### src/rtl/cpuclk_seq_pkg.sv
package cpuclk_seq_pkg;
  localparam int RATE_W  = 32;
  localparam int WORD_W  = 32;
  localparam int FLD_W   = 3;
  localparam int DBG_POS = 16;
  localparam int MUL_W   = RATE_W + 10;

  typedef logic [RATE_W-1:0] rate_t;
  typedef logic [WORD_W-1:0] word_t;

  localparam word_t LOW_FLD   = {{(WORD_W-FLD_W){1'b0}}, {FLD_W{1'b1}}};
  localparam word_t DBG_FLD   = LOW_FLD << DBG_POS;
  localparam word_t KEEP1_FLD = LOW_FLD | (LOW_FLD << 4);

  typedef enum logic [3:0] {
    S_IDLE, S_LOOK, S_CALC, S_SAFE_WR, S_SAFE_WT, S_MUX_WR, S_MUX_WT,
    S_D0_WR, S_D0_WT, S_D1_WR, S_D1_WT, S_PM_WR, S_PM_WT, S_PD_WR,
    S_PD_WT, S_FIN
  } seq_state_e;

  function automatic word_t field_merge(word_t cur, word_t val, word_t mask);
    return (cur & ~mask) | (val & mask);
  endfunction

  function automatic logic safe_needed(rate_t old_r, rate_t new_r, rate_t alt_r);
    return (alt_r > old_r) || (old_r > new_r);
  endfunction

  function automatic rate_t rate_min(rate_t a, rate_t b);
    return (a < b) ? a : b;
  endfunction

  function automatic logic khz_equals(rate_t khz, rate_t hz);
    logic [MUL_W-1:0] scaled;
    scaled = {10'b0, khz} * MUL_W'(1000);
    return scaled == {10'b0, hz};
  endfunction
endpackage

### src/rtl/rate_ceil_div.sv
module rate_ceil_div #(
  parameter int RW = 32,
  parameter int QW = 4
) (
  input  logic          clk,
  input  logic          rst_n,
  input  logic          start,
  input  logic [RW-1:0] num,
  input  logic [RW-1:0] den,
  output logic          run,
  output logic          fin,
  output logic [QW-1:0] quo
);
  localparam int AW = RW + QW;
  localparam logic [QW-1:0] QCAP = '1;

  logic [AW-1:0] acc;
  logic [QW-1:0] q;
  logic [AW-1:0] num_x, den_x;
  logic reached, capped;

  assign num_x   = {{QW{1'b0}}, num};
  assign den_x   = {{QW{1'b0}}, den};
  assign reached = acc >= num_x;
  assign capped  = q == QCAP;
  assign fin     = run && (reached || capped);
  assign quo     = (q == '0) ? '0 : q - QW'(1);

  always_ff @(posedge clk or negedge rst_n) begin
    if (!rst_n) begin
      run <= 1'b0;
      acc <= '0;
      q   <= '0;
    end else if (start) begin
      run <= 1'b1;
      acc <= '0;
      q   <= '0;
    end else if (run) begin
      if (reached || capped) begin
        run <= 1'b0;
      end else begin
        acc <= acc + den_x;
        q   <= q + QW'(1);
      end
    end
  end


  div_stop_chk: assert property (@(posedge clk) disable iff (!rst_n)
    (fin && !start) |=> !run);
endmodule

### src/rtl/stat_waiter.sv
module stat_waiter #(
  parameter int TMO = 64
) (
  input  logic clk,
  input  logic rst_n,
  input  logic active,
  input  logic cond,
  output logic fin,
  output logic expired
);
  localparam int CW = $clog2(TMO + 1);
  logic [CW-1:0] cnt;
  logic last;

  assign last    = cnt == CW'(TMO - 1);
  assign fin     = active && (cond || last);
  assign expired = active && !cond && last;

  always_ff @(posedge clk or negedge rst_n) begin
    if (!rst_n)              cnt <= '0;
    else if (!active || fin) cnt <= '0;
    else                     cnt <= cnt + CW'(1);
  end


  wait_bound_chk: assert property (@(posedge clk) disable iff (!rst_n)
    active |-> (cnt < CW'(TMO)));
endmodule

### src/rtl/cpuclk_rate_seq.sv
module cpuclk_rate_seq
  import cpuclk_seq_pkg::*;
#(
  parameter int          TBL_DEPTH = 8,
  parameter int          TMO_CYC   = 64,
  parameter int          QUOT_W    = 4,
  parameter int unsigned OSC_HZ    = 26_000_000,
  localparam int         IDX_W     = $clog2(TBL_DEPTH)
) (
  input  logic              clk,
  input  logic              rst_n,
  input  logic              pre_req,
  input  logic              post_req,
  input  logic [RATE_W-1:0] old_rate,
  input  logic [RATE_W-1:0] new_rate,
  input  logic [RATE_W-1:0] alt_rate,
  input  logic              cfg_dbg_hold,
  input  logic              cfg_has_div1,
  input  logic              mon_src_alt,
  output logic [IDX_W-1:0]  tbl_idx,
  input  logic [RATE_W-1:0] tbl_khz,
  input  logic [WORD_W-1:0] tbl_div0,
  input  logic [WORD_W-1:0] tbl_div1,
  output logic              mux_alt,
  input  logic [2:0]        mux_stat,
  output logic [WORD_W-1:0] div0_q,
  output logic              div0_we,
  input  logic              div0_busy,
  output logic [WORD_W-1:0] div1_q,
  output logic              div1_we,
  input  logic              div1_busy,
  output logic              busy,
  output logic              done,
  output logic              pll_go,
  output logic              err_lookup,
  output logic              err_timeout,
  output logic              warn_div
);
  localparam int DIV_LIMIT = 1 << FLD_W;

  seq_state_e state;
  rate_t old_r, new_r, alt_r;
  logic [IDX_W-1:0] idx;
  word_t ent0, ent1;
  logic need_r, post_ph, skip_r, armed;
  logic [QUOT_W-1:0] altdiv_r;

  // named events
  logic accept_pre, accept_post, osc_hit;
  logic tbl_end, tbl_hit, tbl_last, safe_cond;
  logic div_start, div_run, div_fin;
  logic [QUOT_W-1:0] div_quo;
  logic wait_active, wait_cond, wait_fin, wait_tmo;
  word_t alt_field, hold_mask, safe_val, post_val;

  assign busy        = state != S_IDLE;
  assign tbl_idx     = idx;
  assign accept_pre  = (state == S_IDLE) && pre_req && !armed;
  assign accept_post = (state == S_IDLE) && post_req && armed;
  assign osc_hit     = (old_rate == RATE_W'(OSC_HZ)) || (new_rate == RATE_W'(OSC_HZ));
  assign tbl_end     = tbl_khz == '0;
  assign tbl_hit     = !tbl_end && khz_equals(tbl_khz, new_r);
  assign tbl_last    = idx == IDX_W'(TBL_DEPTH - 1);
  assign safe_cond   = safe_needed(old_r, new_r, alt_r);
  assign div_start   = (state == S_LOOK) && tbl_hit && safe_cond;

  assign alt_field = {{(WORD_W-FLD_W){1'b0}}, altdiv_r[FLD_W-1:0]};
  assign hold_mask = LOW_FLD | (cfg_dbg_hold ? DBG_FLD : '0);
  assign safe_val  = alt_field | (cfg_dbg_hold ? DBG_FLD : '0);
  assign post_val  = cfg_dbg_hold ? (ent0 & DBG_FLD) : '0;

  rate_ceil_div #(.RW(RATE_W), .QW(QUOT_W)) u_div (
    .clk(clk), .rst_n(rst_n), .start(div_start),
    .num(alt_r), .den(rate_min(old_r, new_r)),
    .run(div_run), .fin(div_fin), .quo(div_quo)
  );

  always_comb begin
    wait_active = 1'b1;
    wait_cond   = 1'b0;
    unique case (state)
      S_SAFE_WT, S_D0_WT, S_PD_WT: wait_cond = !div0_busy;
      S_D1_WT:                     wait_cond = !div1_busy;
      S_MUX_WT:                    wait_cond = mux_stat == 3'd2;
      S_PM_WT:                     wait_cond = mux_stat == 3'd1;
      default:                     wait_active = 1'b0;
    endcase
  end

  stat_waiter #(.TMO(TMO_CYC)) u_wait (
    .clk(clk), .rst_n(rst_n), .active(wait_active), .cond(wait_cond),
    .fin(wait_fin), .expired(wait_tmo)
  );

  always_ff @(posedge clk or negedge rst_n) begin
    if (!rst_n) begin
      state <= S_IDLE;
      old_r <= '0; new_r <= '0; alt_r <= '0;
      idx <= '0; ent0 <= '0; ent1 <= '0;
      need_r <= 1'b0; post_ph <= 1'b0; skip_r <= 1'b0; armed <= 1'b0;
      altdiv_r <= '0;
      mux_alt <= 1'b0; div0_q <= '0; div1_q <= '0;
      div0_we <= 1'b0; div1_we <= 1'b0;
      done <= 1'b0; pll_go <= 1'b0;
      err_lookup <= 1'b0; err_timeout <= 1'b0; warn_div <= 1'b0;
    end else begin
      done    <= 1'b0;
      div0_we <= 1'b0;
      div1_we <= 1'b0;
      if (wait_tmo) err_timeout <= 1'b1;
      unique case (state)
        S_IDLE: begin
          if (accept_pre) begin
            old_r <= old_rate; new_r <= new_rate; alt_r <= alt_rate;
            err_lookup <= 1'b0; err_timeout <= 1'b0; warn_div <= 1'b0;
            post_ph <= 1'b0; idx <= '0; need_r <= 1'b0; altdiv_r <= '0;
            skip_r <= osc_hit;
            state <= osc_hit ? S_FIN : S_LOOK;
          end else if (accept_post) begin
            armed <= 1'b0; pll_go <= 1'b0; post_ph <= 1'b1;
            err_timeout <= 1'b0;
            state <= skip_r ? S_FIN : S_PM_WR;
          end
        end
        S_LOOK: begin
          if (tbl_end) begin
            err_lookup <= 1'b1; state <= S_FIN;
          end else if (tbl_hit) begin
            ent0 <= tbl_div0; ent1 <= tbl_div1; need_r <= safe_cond;
            state <= safe_cond ? S_CALC : S_MUX_WR;
          end else if (tbl_last) begin
            err_lookup <= 1'b1; state <= S_FIN;
          end else begin
            idx <= idx + IDX_W'(1);
          end
        end
        S_CALC: if (div_fin) begin
          altdiv_r <= div_quo;
          warn_div <= div_quo >= QUOT_W'(DIV_LIMIT);
          state    <= S_SAFE_WR;
        end
        S_SAFE_WR: begin
          div0_q <= field_merge(div0_q, safe_val, hold_mask);
          div0_we <= 1'b1; state <= S_SAFE_WT;
        end
        S_SAFE_WT: if (wait_fin) state <= S_MUX_WR;
        S_MUX_WR: begin mux_alt <= 1'b1; state <= S_MUX_WT; end
        S_MUX_WT: if (wait_fin) state <= S_D0_WR;
        S_D0_WR: begin
          div0_q <= ent0 | (need_r ? alt_field : '0);
          div0_we <= 1'b1; state <= S_D0_WT;
        end
        S_D0_WT: if (wait_fin) state <= cfg_has_div1 ? S_D1_WR : S_FIN;
        S_D1_WR: begin
          div1_q <= mon_src_alt ? (div1_q & KEEP1_FLD) : ent1;
          div1_we <= 1'b1; state <= S_D1_WT;
        end
        S_D1_WT: if (wait_fin) state <= S_FIN;
        S_PM_WR: begin mux_alt <= 1'b0; state <= S_PM_WT; end
        S_PM_WT: if (wait_fin) state <= S_PD_WR;
        S_PD_WR: begin
          div0_q <= field_merge(div0_q, post_val, hold_mask);
          div0_we <= 1'b1; state <= S_PD_WT;
        end
        S_PD_WT: if (wait_fin) state <= S_FIN;
        S_FIN: begin
          done <= 1'b1;
          if (!post_ph && !err_lookup) begin
            pll_go <= 1'b1; armed <= 1'b1;
          end
          state <= S_IDLE;
        end
        default: state <= S_IDLE;
      endcase
    end
  end


  mux_idle_stable_chk: assert property (@(posedge clk) disable iff (!rst_n)
    (!busy && !pre_req && !post_req) |=> $stable(mux_alt));

  done_pulse_chk: assert property (@(posedge clk) disable iff (!rst_n)
    done |=> !done);

  lookup_nowrite_chk: assert property (@(posedge clk) disable iff (!rst_n)
    err_lookup |-> (!div0_we && !div1_we));

  pll_go_idle_chk: assert property (@(posedge clk) disable iff (!rst_n)
    pll_go |-> !busy);
endmodule

### config.mk
export PLATFORM = sky130hd
export DESIGN_NAME = cpuclk_rate_seq
export DESIGN_NICKNAME = d
export VERILOG_FILES = /design/src/rtl/cpuclk_seq_pkg.sv /design/src/rtl/rate_ceil_div.sv /design/src/rtl/stat_waiter.sv /design/src/rtl/cpuclk_rate_seq.sv
export SDC_FILE = /design/constraint.sdc
export NUM_CORES = 1
export LEC_CHECK = 0
export ABC_AREA = 1
export BUFFER_PORTS_ARGS = -buffer_cell sky130_fd_sc_hd__buf_2
export CAP_MARGIN = 30
export CORE_MARGIN = 2
export CORE_UTILIZATION = 51
export CTS_BUF_LIST = sky130_fd_sc_hd__clkbuf_2
export DETAILED_ROUTE_END_ITERATION = 10
export PLACE_DENSITY = 0.77
export REMOVE_ABC_BUFFERS = 1
export SLEW_MARGIN = 20
export SYNTH_ARGS = -nofsm -noshare
export SYNTH_HDL_FRONTEND = slang
export SYNTH_HIERARCHICAL = 1
export SYNTH_SLANG_ARGS = --single-unit
### constraint.sdc
create_clock -name clk -period 3.35 [get_ports clk]
set_clock_uncertainty 0.15 [all_clocks]
set_input_delay 0 -clock clk [delete_from_list [all_inputs] [get_ports clk]]
set_output_delay 0 -clock clk [all_outputs]
set_load 0.005 [all_outputs]
==> results of run 1 <==
[stage by stage]
step | worst slack [ns] | util | cells | area, um2
CTS | -0.496 | 0.742 | 5163 | 35600
floorplan | -2.27 | - | 3382 | 24500
detailed placement | -1.97 | 0.609 | 4602 | 29200
global placement | -1.94 | 0.609 | 4602 | 29200
[metal layers]
| metal | overflow | global-route usage |
|---|---|---|
| met1 | 0 | 0.612 |
| met2 | 0 | 0.800 |
| met3 | 1 | 0.480 |
| met4 | 3 | 0.543 |
| met5 | 0 | 0.317 |
[logic make-up after synthesis]
logic type / count (synthesis) / share of synthesized area
and+or+nand+nor: 1626 / 0.276
buffers and inverters: 788 / 0.123
adders and majority gates: 354 / 0.214
AOI/OAI and AO/OA: 343 / 0.0730
DFF: 293 / 0.294
xor gates and xnor gates: 52 / 0.0183
muxes: 4 / 0.00181
[timing repair]
action / 4_1_cts
hold buffers: 373
endpoints found under the setup margin: 114
endpoints found under the hold margin: 512
gates resized for setup: 350
setup buffers: 36
pin swaps: 139
gates cloned: 11
==> flow_summary.json, run 1 <==
{
  "status": "aborted with a tool error",
  "lastStage": "5_1_grt",
  "error": "[ERROR GRT-0232] Routing congestion too high. Check the congestion heatmap in the GUI.",
  "htree_levels": 3,
  "cts_max_path_buffers": 3,
  "ys_ff_latch": 293,
  "antenna_found_initial": 48,
  "synth_most_common_cell": "nand2_1",
  "port_buffers": 279,
  "grt_start_max_net_pins": 75,
  "synthFlopType": "dfrtp_1",
  "hpwlAfterDp_mm": 58.2,
  "rows": 80,
  "yosys_warnings": 6,
  "grt-worst-endpoint": "u_div/acc[12]$_DFFE_PN0P_/D",
  "initial_core_util": 0.519,
  "grtUsageTotal": 0.619,
  "synth_area_leaders": "dfrtp_1, nand2_1, ha_1",
  "synth_area_mm2": 0.0249,
  "netlist_instances": 3460,
  "root_buffer": "clkbuf_2",
  "yosysUniqueCellTypes": 50,
  "grt_overflow": 4,
  "yosys.area.top_type_share": 0.294,
  "synth_top_area_cell": "dfrtp_1",
  "synth_common_cells": "nand2_1, inv_1, dfrtp_1",
  "numCtsBuffers": 78,
  "syn_avg_cell_area_um2": 7.20,
  "async_flop_share": 1.00,
  "worst_endpoint_kind": "sequential cell input",
  "die_h_um": 225,
  "pin_count": 280,
  "cts_sinks": 293,
  "yosysSeqAreaShare": 0.294,
  "synth-edff-count": 0,
  "die_x_um": 225,
  "place.gp.congestion": 0.983
}
==> inputs of run 2 (changes only) <==
--- a/config.mk
+++ b/config.mk
@@ -9,10 +9,9 @@
 export BUFFER_PORTS_ARGS = -buffer_cell sky130_fd_sc_hd__buf_2
 export CAP_MARGIN = 30
 export CORE_MARGIN = 2
-export CORE_UTILIZATION = 51
-export CTS_BUF_LIST = sky130_fd_sc_hd__clkbuf_2
+export CORE_UTILIZATION = 36
 export DETAILED_ROUTE_END_ITERATION = 10
-export PLACE_DENSITY = 0.77
+export PLACE_DENSITY_LB_ADDON = 0.15
 export REMOVE_ABC_BUFFERS = 1
 export SLEW_MARGIN = 20
 export SYNTH_ARGS = -nofsm -noshare
==> constraint.sdc (replaced) <==
create_clock -name clk -period 4.4 [get_ports clk]
set_clock_uncertainty 0.15 [all_clocks]
set_input_delay 0 -clock clk [delete_from_list [all_inputs] [get_ports clk]]
set_output_delay 0 -clock clk [all_outputs]
set_load 0.005 [all_outputs]
==> run 2 against run 1 <==
  * The flow now finishes, with violations (negative setup slack)
  * Area after synthesis unchanged
  * Synthesized cell count unchanged
==> flow_summary.json, run 2 <==
{
  "hp-class": "in -> reg",
  "cts_max_path_buffers": 3,
  "total_power_mw": 26.7,
  "yosys.area.top_type_share": 0.294,
  "p_leak_nw": 18.8,
  "slew_viol_final": 0,
  "crit_fanout": 17,
  "finalSetupViolations": 93,
  "hold_viol": 0,
  "hold_path_depth": 4,
  "htree_levels": 2,
  "violations": "negative setup slack",
  "dpl_worst_slack_ns": -0.990,
  "cap_violations": 0,
  "clk_latency_ns": 0.57,
  "netlist_instances": 3460,
  "end_kind": "flop",
  "nets": 4767,
  "tritoncts": "done",
  "hpwlAfterDp_mm": 64.2,
  "firstDrtPassIters": 7,
  "synth_area_mm2": 0.0249,
  "antenna_found_initial": 4,
  "synth_area_leaders": "dfrtp_1, nand2_1, ha_1",
  "synth_most_common_cell": "nand2_1",
  "pin_count": 280,
  "fin_crit_ns": 4.49,
  "core-area_mm2": 0.0686,
  "arrival_ns": 4.79,
  "async_flop_share": 1.00,
  "rows": 96,
  "grt_overflow": 0,
  "r2r-end": "u_div/acc[25]",
  "synth_common_cells": "nand2_1, inv_1, dfrtp_1",
  "port_buffers": 279,
  "tns_ns": -3.72,
  "cp-start-kind": "primary input",
  "critPathKind": "in -> reg",
  "die_x_um": 267,
  "worst_pin_slew_ns": 0.820,
  "initial_core_util": 0.363,
  "yosysUniqueCellTypes": 50,
  "power.density_mw_per_mm2": 764,
  "grt_pass1_vias": 23900,
  "status": "finished, violations left",
  "vdd.ir_drop.worst_mv": 0.349,
  "drc": 0,
  "place.gp.congestion": 0.929,
  "timing.fmax_mhz": 223,
  "grt_start_max_net_pins": 99,
  "drtAntennaViolNets": 0,
  "numCtsBuffers": 35,
  "worst_r2r_path_depth": 25,
  "wl_per_cell_um": 16.6,
  "critPathRequiredTime_ns": 4.70,
  "slew_headroom": 0.454,
  "final_cell_mix": "nand2_1, inv_1, dfrtp_1, buf_2, buf_4",
  "vias_per_cell": 4.74,
  "synth_top_area_cell": "dfrtp_1",
  "ys_ff_latch": 293,
  "yosys_warnings": 6,
  "final_common_cell": "nand2_1",
  "r2r_setup_slack_ns": 0.16,
  "drive_above_1_share": 0.242,
  "fin_ws_ns": -0.0921,
  "die_area_mm2": 0.0713,
  "drt_iter0_drc": 1678,
  "r2r-start": "old_r[31]",
  "synthFlopType": "dfrtp_1",
  "vias": 24500,
  "path_clk_slew_ns": 0.06,
  "synth-edff-count": 0,
  "hold_start": "tbl_div0[27]",
  "syn_avg_cell_area_um2": 7.20,
  "holdPathEnd": "ent0[27]",
  "yosysSeqAreaShare": 0.294,
  "cts_sinks": 293,
  "root_buffer": "clkbuf_16",
  "rsz0062_at_grt": "true",
  "layout-area-overhead-vs-synth_pct": 40.3,
  "die_h_um": 267,
  "grtUsageTotal": 0.232,
  "grt_pass1_wl_mm": 130,
  "wirelength_mm": 85.9,
  "largest_reg_flops": 36,
  "top_register": "u_div/acc",
  "finalCritPeriodShare": 1.02
}
-- run 2: cell counts after synthesis --
No cell type changed its count.
-- run 2: cells by family (layout without fill, tap and decap cells) --
kind of cell | Yosys count | count (layout) | share of synthesized area
multiplexers | 4 | 4 | 0.00181
XOR/XNOR | 52 | 52 | 0.0183
other | 0 | 3 | 0
flip-flops | 293 | 293 | 0.294
AO/OA/AOI/OAI | 343 | 343 | 0.0730
buffers and inverters | 788 | 1564 | 0.123
AND/OR/NAND/NOR | 1626 | 1626 | 0.276
adder cells (fa/ha/maj) | 354 | 354 | 0.214
-- run 2: worst max path at each step --
stage	from	endpoint	slack, ns
floorplan	tbl_khz[20]	u_div/acc[33]	-1.22
global route	tbl_khz[15]	u_div/acc[29]	-0.29
global placement	tbl_khz[6]	u_div/acc[35]	-0.96
finish	tbl_khz[3]	u_div/acc[24]	-0.09
CTS	tbl_khz[19]	u_div/acc[2]	-0.06
detailed placement	tbl_khz[6]	u_div/acc[34]	-0.99
-- run 2: layout make-up --
type / instances / area (um2)
inverter: 710 / 2700
tap: 931 / 1160
multi-input combinational: 2379 / 16100
sequential: 293 / 7330
clock buffer: 50 / 982
clock inverter: 14 / 196
timing repair inverter: 2 / 46.3
antenna: 3 / 7.51
timing repair buffer: 788 / 6430
fill: 6760 / 33600
-- run 2: repair_timing --
| action | in CTS | in global routing |
|---|---|---|
| pin swaps | 24 | 101 |
| buffers inserted | 4 | 20 |
| resized for setup | 99 | 402 |
| cloned | 0 | 28 |
| hold buffers | 219 | 0 |
| setup endpoints to repair | 114 | 114 |
| endpoints found under the hold margin | 348 | 0 |
-- run 2: power by group --
group	switching (mW)	internal (mW)	leakage, nW
clock network	1.24	1.76	0.565
logic	11.6	8.30	14.6
registers	0.515	3.28	3.58
total	13.4	13.3	18.8
-- run 2: critical path, cell delays in order --
cell and delay, ns:
buf_2 0.14, fa_1 0.54, inv_1 0.05, fa_1 0.46, fa_1 0.50, inv_1 0.06
fa_2 0.60, ha_4 0.23, nand2_4 0.09, inv_1 0.06, a21oi_2 0.13, nand2_2 0.11
buf_4 0.15, nand2_1 0.06, nand3_1 0.07, nand3_1 0.08, nand2_1 0.06, nor2_1 0.14
nand2_1 0.09, nor2_2 0.17, nand2_2 0.09, nor2_4 0.15, nand3_4 0.12, nor2_4 0.17
inv_8 0.10, clkbuf_16 0.20, nand4_1 0.09, nand2_1 0.06
-- run 2: routing by layer --
layer / vias to the layer above / GRT usage / wire (um)
met1: 11600 / 0.316 / 39000
met4: 4 / 0.0703 / 2770
met3: 149 / 0.0234 / 3720
li1: 12200 / - / -
met5: - / 0 / 27
met2: 548 / 0.388 / 40400
-- run 2: stage by stage --
step / instances / util / area (um2) / hold WS (ns)
floorplan: 3382 / - / 24500 / -0.446
global placement: 4831 / 0.422 / 29000 / -0.0808
detailed placement: 4831 / 0.422 / 29000 / -0.0905
CTS: 5118 / 0.480 / 32900 / 0.00380
global route: 5169 / 0.509 / 34900 / 0.0192
finish: 5170 / 0.509 / 34900 / 0.0276
No activity file was read; power rests on OpenSTA's default activity.
